### src/rtl/hbc_pkg.sv
package hbc_pkg;

    localparam int unsigned HBC_STEP_W = 7;
    localparam int unsigned HBC_HINT_W = 7;

    typedef enum logic {
        HM_PROG = 1'b0,
        HM_EFF  = 1'b1
    } hint_mode_e;

endpackage

### src/rtl/hbc_div.sv
module hbc_div #(
    parameter int unsigned NUM_W = 7,
    parameter int unsigned DEN_W = 7
) (
    input  logic [NUM_W-1:0] num_i,
    input  logic [DEN_W-1:0] den_i,
    output logic [NUM_W-1:0] quo_o,
    output logic [DEN_W-1:0] rem_o
);
    localparam int unsigned RW = DEN_W + 1;

    logic [RW-1:0] part;

    always_comb begin
        part  = '0;
        quo_o = '0;
        for (int i = NUM_W - 1; i >= 0; i--) begin
            part = {part[RW-2:0], num_i[i]};
            if (part >= {1'b0, den_i}) begin
                part     = part - {1'b0, den_i};
                quo_o[i] = 1'b1;
            end
        end
        rem_o = part[DEN_W-1:0];
    end
endmodule

### src/rtl/hbc_hint_sel.sv
module hbc_hint_sel
    import hbc_pkg::*;
#(
    parameter int unsigned HINT_W = 7
) (
    input  logic [HINT_W-1:0] hint_i,
    input  logic [HINT_W-1:0] eff_hint_i,
    input  hint_mode_e        mode_i,
    output logic [HINT_W-1:0] applied_o
);
    logic [HINT_W-1:0] quo_unused;
    logic [HINT_W-1:0] rem;
    logic              eff_ok;

    hbc_div #(.NUM_W(HINT_W), .DEN_W(HINT_W)) u_mod (
        .num_i (hint_i),
        .den_i (eff_hint_i),
        .quo_o (quo_unused),
        .rem_o (rem)
    );

    assign eff_ok = (hint_i != '0) && (eff_hint_i != '0) && (rem == '0);

    always_comb begin
        unique case (mode_i)
            HM_PROG: applied_o = hint_i;
            HM_EFF:  applied_o = eff_ok ? eff_hint_i : '0;
            default: applied_o = '0;
        endcase
    end
endmodule

### src/rtl/hbc_top.sv
module hbc_top
    import hbc_pkg::*;
#(
    parameter int unsigned STEP_W  = HBC_STEP_W,
    parameter int unsigned HINT_W  = HBC_HINT_W,
    parameter bit          REG_OUT = 1'b1
) (
    input  logic              clk,
    input  logic              rst,
    input  logic [HINT_W-1:0] hint_i,
    input  logic [HINT_W-1:0] eff_hint_i,
    input  logic              mode_i,
    input  logic [STEP_W-1:0] step_a_i,
    input  logic [STEP_W-1:0] step_b_i,
    output logic              same_batch_o,
    output logic [STEP_W-1:0] batch_a_o,
    output logic [STEP_W-1:0] batch_b_o,
    output logic [HINT_W-1:0] applied_hint_o
);
    localparam int unsigned NSTEP = 2;

    typedef struct packed {
        logic              same;
        logic [STEP_W-1:0] batch_a;
        logic [STEP_W-1:0] batch_b;
        logic [HINT_W-1:0] applied;
    } batch_res_t;

    logic [HINT_W-1:0] applied;
    logic [STEP_W-1:0] steps [NSTEP];
    logic [STEP_W-1:0] quos  [NSTEP];
    logic [STEP_W-1:0] batch [NSTEP];
    batch_res_t        res_c;
    batch_res_t        res_q;

    hbc_hint_sel #(.HINT_W(HINT_W)) u_sel (
        .hint_i     (hint_i),
        .eff_hint_i (eff_hint_i),
        .mode_i     (hint_mode_e'(mode_i)),
        .applied_o  (applied)
    );

    assign steps[0] = step_a_i;
    assign steps[1] = step_b_i;

    for (genvar g = 0; g < NSTEP; g++) begin : g_step
        logic [HINT_W-1:0] rem_unused;
        hbc_div #(.NUM_W(STEP_W), .DEN_W(HINT_W)) u_div (
            .num_i (steps[g]),
            .den_i (applied),
            .quo_o (quos[g]),
            .rem_o (rem_unused)
        );
        assign batch[g] = (applied == '0) ? steps[g] : quos[g];
    end

    always_comb begin
        res_c.batch_a = batch[0];
        res_c.batch_b = batch[1];
        res_c.same    = (batch[0] == batch[1]);
        res_c.applied = applied;
    end

    if (REG_OUT) begin : g_reg
        always_ff @(posedge clk) begin
            if (rst) res_q <= '0;
            else     res_q <= res_c;
        end

        p_eq_steps_r1: assert property (@(posedge clk) disable iff (rst)
            (step_a_i == step_b_i) |=> same_batch_o);

        p_zero_apart_r2: assert property (@(posedge clk) disable iff (rst)
            ((applied == '0) && (step_a_i != step_b_i)) |=> !same_batch_o);
    end else begin : g_comb
        assign res_q = res_c;
    end

    assign same_batch_o   = res_q.same;
    assign batch_a_o      = res_q.batch_a;
    assign batch_b_o      = res_q.batch_b;
    assign applied_hint_o = res_q.applied;

    p_applied_divides_r7: assert property (@(posedge clk) disable iff (rst)
        (applied != '0) |-> ((hint_i % applied) == '0));

    p_applied_le_hint_r6: assert property (@(posedge clk) disable iff (rst)
        applied <= hint_i);

    p_flag_matches_r1: assert property (@(posedge clk) disable iff (rst)
        same_batch_o |-> (batch_a_o == batch_b_o));
endmodule

### config.mk
export PLATFORM = sky130hd
export DESIGN_NAME = hbc_top
export DESIGN_NICKNAME = d
export VERILOG_FILES = /design/src/rtl/hbc_pkg.sv /design/src/rtl/hbc_div.sv /design/src/rtl/hbc_hint_sel.sv /design/src/rtl/hbc_top.sv
export SDC_FILE = /design/constraint.sdc
export NUM_CORES = 1
export LEC_CHECK = 0
export BUFFER_PORTS_ARGS = -buffer_cell sky130_fd_sc_hd__buf_2
export CORE_MARGIN = 2
export CORE_UTILIZATION = 60
export CTS_BUF_LIST = sky130_fd_sc_hd__clkbuf_4 sky130_fd_sc_hd__clkbuf_8 sky130_fd_sc_hd__clkbuf_16
export DETAILED_ROUTE_END_ITERATION = 7
export GPL_TIMING_DRIVEN = 1
export PLACE_DENSITY = 0.79
export SYNTH_ARGS = -nofsm -noshare
export SYNTH_HDL_FRONTEND = slang
export SYNTH_HIERARCHICAL = 1
export SYNTH_SLANG_ARGS = --single-unit
### constraint.sdc
create_clock -name clk -period 33.8 [get_ports clk]
set_clock_uncertainty 0.1 [all_clocks]
set_input_delay 5.07 -clock clk [delete_from_list [all_inputs] [get_ports clk]]
set_output_delay 5.07 -clock clk [all_outputs]
set_load 0.01 [all_outputs]
==> results.yml, run 1 <==
critical_path:
  end_kind: "flop"
  cp_data_required_time_ps: 33900
  worstSetupPathType: "input pin to flop"
  crit_path_max_fanout: 15
  crit_arrival_ps: 32550
  path_buf_inv: 10
  path_delay_family: "compound AO/OA/AOI/OAI gates"
  max_stage_delay_ps: 570
  start_kind: "input pin"
  crit_slowest_cell: "or4_1"
grt:
  grt_pass1_wl_um: 37200
  grt_max_degree: 24
  overflow: 0
  grt_pass1_vias: 7660
  antenna_found_initial: 0
  grt_usage: 0.308
route:
  ant_nets: 0
  wl_per_cell_um: 18.5
  drc_errors: 0
  vias: 8351
  vias_per_cell: 6.42
  drt-total-wl_um: 24100
  drt-initial-drc-count: 741
  drt-pass1-iter-count: 6
place:
  portBuffers: 52
  place_congestion: 0.989
  hpwl_um: 18900
  place_area_um2: 8820
timing:
  timing.hold.ws_ps: 4990
  tightest_slew_ps: 1030
  fin_crit_sh: 0.960
  fmax_ghz: 0.0308
  max-slew-margin-rel: 0.308
  min_period_ps: 32450
  finalMaxSlewViolations: 0
  hold_viol_final: 0
  finalSetupTns_ps: 0
  setup_viol: 0
floorplan:
  core_area_um2: 13800
  pin_count: 53
  rows: 43
  start_util: 0.610
  die_area_um2: 15000
  die_x_um: 122
  dieHeight_um: 122
clock_network:
  htree_levels: 1
  clock_sinks: 22
  numCtsBuffers: 3
  clock_path_buffers: 2
  clk_pin_slew_ps: 70
  cts_tree: "built"
  cts_hold_buf: 0
  cts_root_buffer: "clkbuf_16"
finish:
  fin_nets: 1303
  utilization: 0.668
  n_antenna_cell: 0
  drive_gt1_frac: 0.185
  fin_area_um2: 9200
  syn2layout_area_growth_pct: 9.48
yosys:
  netlist_area_um2: 8400
  avgSynthCellArea_um2: 8.00
  yosysWarnings: 6
  synthCells: 1051
  synth_fp_nets: 1232
min_path:
  min_path_type: "input pin to flop"
flow_run:
  drv_cap: 0
run_status:
  status: "complete, no violations"
flip-flops by register name, summed over array words and instances (netlist names):
signal          flops
applied_hint_o      7
batch_a_o           7
batch_b_o           7
same_batch_o        1
cell usage in the layout, fill, tap and decap left out, types with 27 or more instances in the layout:
cell	instances
nand3_1	27
o21ai_0	50
ha_1	132
buf_2	52
nor2_1	77
nand2_1	62
xnor2_1	38
inv_1	101
nor2b_1	40
mux2_2	44
a21oi_1	47
what timing repair did:
| action | 4_1_cts | 5_1_grt |
|---|---|---|
| resized for setup | 2 | 28 |
| pin swaps | 0 | 5 |
| buffers inserted | 0 | 21 |
| endpoints found under the hold margin | 0 | 0 |
| setup endpoints to repair | 1 | 3 |
routing by layer:
layer  up-vias  global-route usage  share of wire
met4         0               0.108          0.034
met1      3904               0.400           0.42
met2       360               0.537           0.47
met3        73              0.0204          0.068
li1       4014                   -              -
met5         -                   0              0
final cells by class:
cell class                      count  area (um^2)
Multi-Input combinational cell    909         7550
Fill cell                        1175         4570
Timing Repair Buffer               78          463
Sequential cell                    22          440
Inverter                          108          414
Tap cell                          180          225
Clock buffer                        3         75.1
Clock inverter                      1         30.0
stage by stage:
step                setup WS [ps]  instances
CTS                           126       1280
finish                       1350       1301
global placement              247       1276
global route                 -216       1301
detailed placement           -174       1276
floorplan                    3150       1051
path summary, 6_finish.rpt:
| path | from | end | slack (ps) | cells after the start |
|---|---|---|---|---|
| worst max-delay path | eff_hint_i[1] | same_batch_o | 1350 | 120 |
| worst min-delay path | step_b_i[5] | batch_b_o[5] | 4990 | 3 |
Power of run 1 is left out: the tool's default activity adds up to more than one toggle a clock period on the data nets, which glitch-free logic cannot reach.
==> run 2: changes to the inputs <==
CORE_MARGIN = 8   (was 2)
HOLD_SLACK_MARGIN = 0.06   (was default)
==> run 2 against run 1 <==
Compared with the run above:
- cell count about the same
- core utilization down 0.23 points
- via count down 0.71%
- first-iteration DRC count up 2.3%
- global-route usage down 4.8 points
- critical path type unchanged
- wire length up 2.9%
- die area up 21%
- maximum frequency up 0.44%
==> results.yml, run 2 (synthesized netlist as in run 1, its figures left out) <==
finish:
  final_common_cell: "ha_1"
  utilization: 0.666
  fin_nets: 1304
  syn2layout_area_growth_pct: 9.11
  seqCellArea_um2: 440
  drive_gt1_frac: 0.183
  final_cell_mix: "ha_1, inv_1, nor2_1, nand2_1, buf_2"
  fillers: 1213
  multi_input_area_um2: 7530
  n_antenna_cell: 0
grt:
  grt_usage: 0.260
  antenna_found_initial: 0
  grt_pass1_vias: 8017
  overflow: 0
  grt_pass1_wl_um: 38600
  grt_max_degree: 24
floorplan:
  pin_count: 53
  die_x_um: 134
  dieHeight_um: 134
  rows: 43
  start_util: 0.610
  core_area_um2: 13800
  die_area_um2: 18000
critical_path:
  crit_slowest_cell: "or4_1"
  start_kind: "input pin"
  max_stage_delay_ps: 560
  crit_arrival_ps: 32420
  worstSetupPathType: "input pin to flop"
  crit_path_max_fanout: 15
  end_kind: "flop"
  cp_data_required_time_ps: 33910
  crit_start: "eff_hint_i[1]"
clock_network:
  numCtsBuffers: 3
  htree_levels: 1
  clock_path_buffers: 2
  clk_pin_slew_ps: 70
  cts_root_buffer: "clkbuf_16"
  clock_sinks: 22
  cts_hold_buf: 0
  cts_tree: "built"
timing:
  fmax_ghz: 0.0309
  fin_crit_sh: 0.956
  finalSetupTns_ps: 0
  tightest_slew_ps: 1090
  setup_viol: 0
  max-slew-margin-rel: 0.267
  finalMaxSlewViolations: 0
  hold_viol_final: 0
  min_period_ps: 32310
min_path:
  hold_end: "batch_b_o[5]"
  hold_depth: 3
  min_from: "step_b_i[5]"
  min_path_type: "input pin to flop"
route:
  wl_per_cell_um: 19.0
  wl_met2_um: 12000
  vias_per_cell: 6.37
  drt-pass1-iter-count: 6
  top_layer_used: "met4"
  m1WireLength_um: 10200
  drc_errors: 0
  drt-initial-drc-count: 758
  ant_nets: 0
  dr_wl_met3_um: 1800
  drt-total-wl_um: 24700
  vias: 8292
place:
  hpwl_um: 19300
  place_congestion: 0.990
  portBuffers: 52
flow_run:
  drv_cap: 0
run_status:
  status: "complete, no violations"
[run 2: worst max-delay path, delay by kind of cell]
kind / cells / cell delay (ps)
AND/OR/NAND/NOR: 28 / 6220
adder cells (fa/ha/maj): 14 / 4710
AO/OA/AOI/OAI: 55 / 11170
buffers and inverters: 10 / 1590
XOR/XNOR: 1 / 150
multiplexers: 13 / 3420
[run 2: layout make-up]
type / count / share of cell area
clock buffer: 4 / 0.00969
inverter: 108 / 0.0452
multi-input combinational: 909 / 0.821
sequential: 22 / 0.0480
tap: 180 / 0.0246
timing repair buffer: 79 / 0.0513
[run 2: repair_timing]
action	4_1_cts	5_1_grt
endpoints found under the hold margin	0	0
setup endpoints to repair	0	3
setup buffers	0	21
resized for setup	0	29
[run 2: how the worst max path moves through the flow]
stage / slack (ps) / end
6_report: 1490 / same_batch_o
5_1_grt: -110 / same_batch_o
4_1_cts: 110 / same_batch_o
3_5_place_dp: 110 / same_batch_o
3_3_place_gp: 390 / same_batch_o
2_1_floorplan: 3150 / same_batch_o
[run 2: metal layers]
metal  vias to the layer above  GRT usage
met5                         -          0
met3                        62     0.0359
met4                         0     0.0967
li1                       4015          -
met1                      3885      0.323
met2                       330      0.444
[run 2: stage by stage]
step	hold WS (ps)	cell area, um^2	instances	setup WS, ps
3_3_place_gp	5270	8830	1277	390
6_report	4990	9170	1302	1490
4_1_cts	4990	8920	1281	112
3_5_place_dp	5270	8830	1277	114
5_1_grt	5000	9170	1302	-107
2_1_floorplan	5040	8400	1051	3150
Power of run 2 is left out for the same reason.
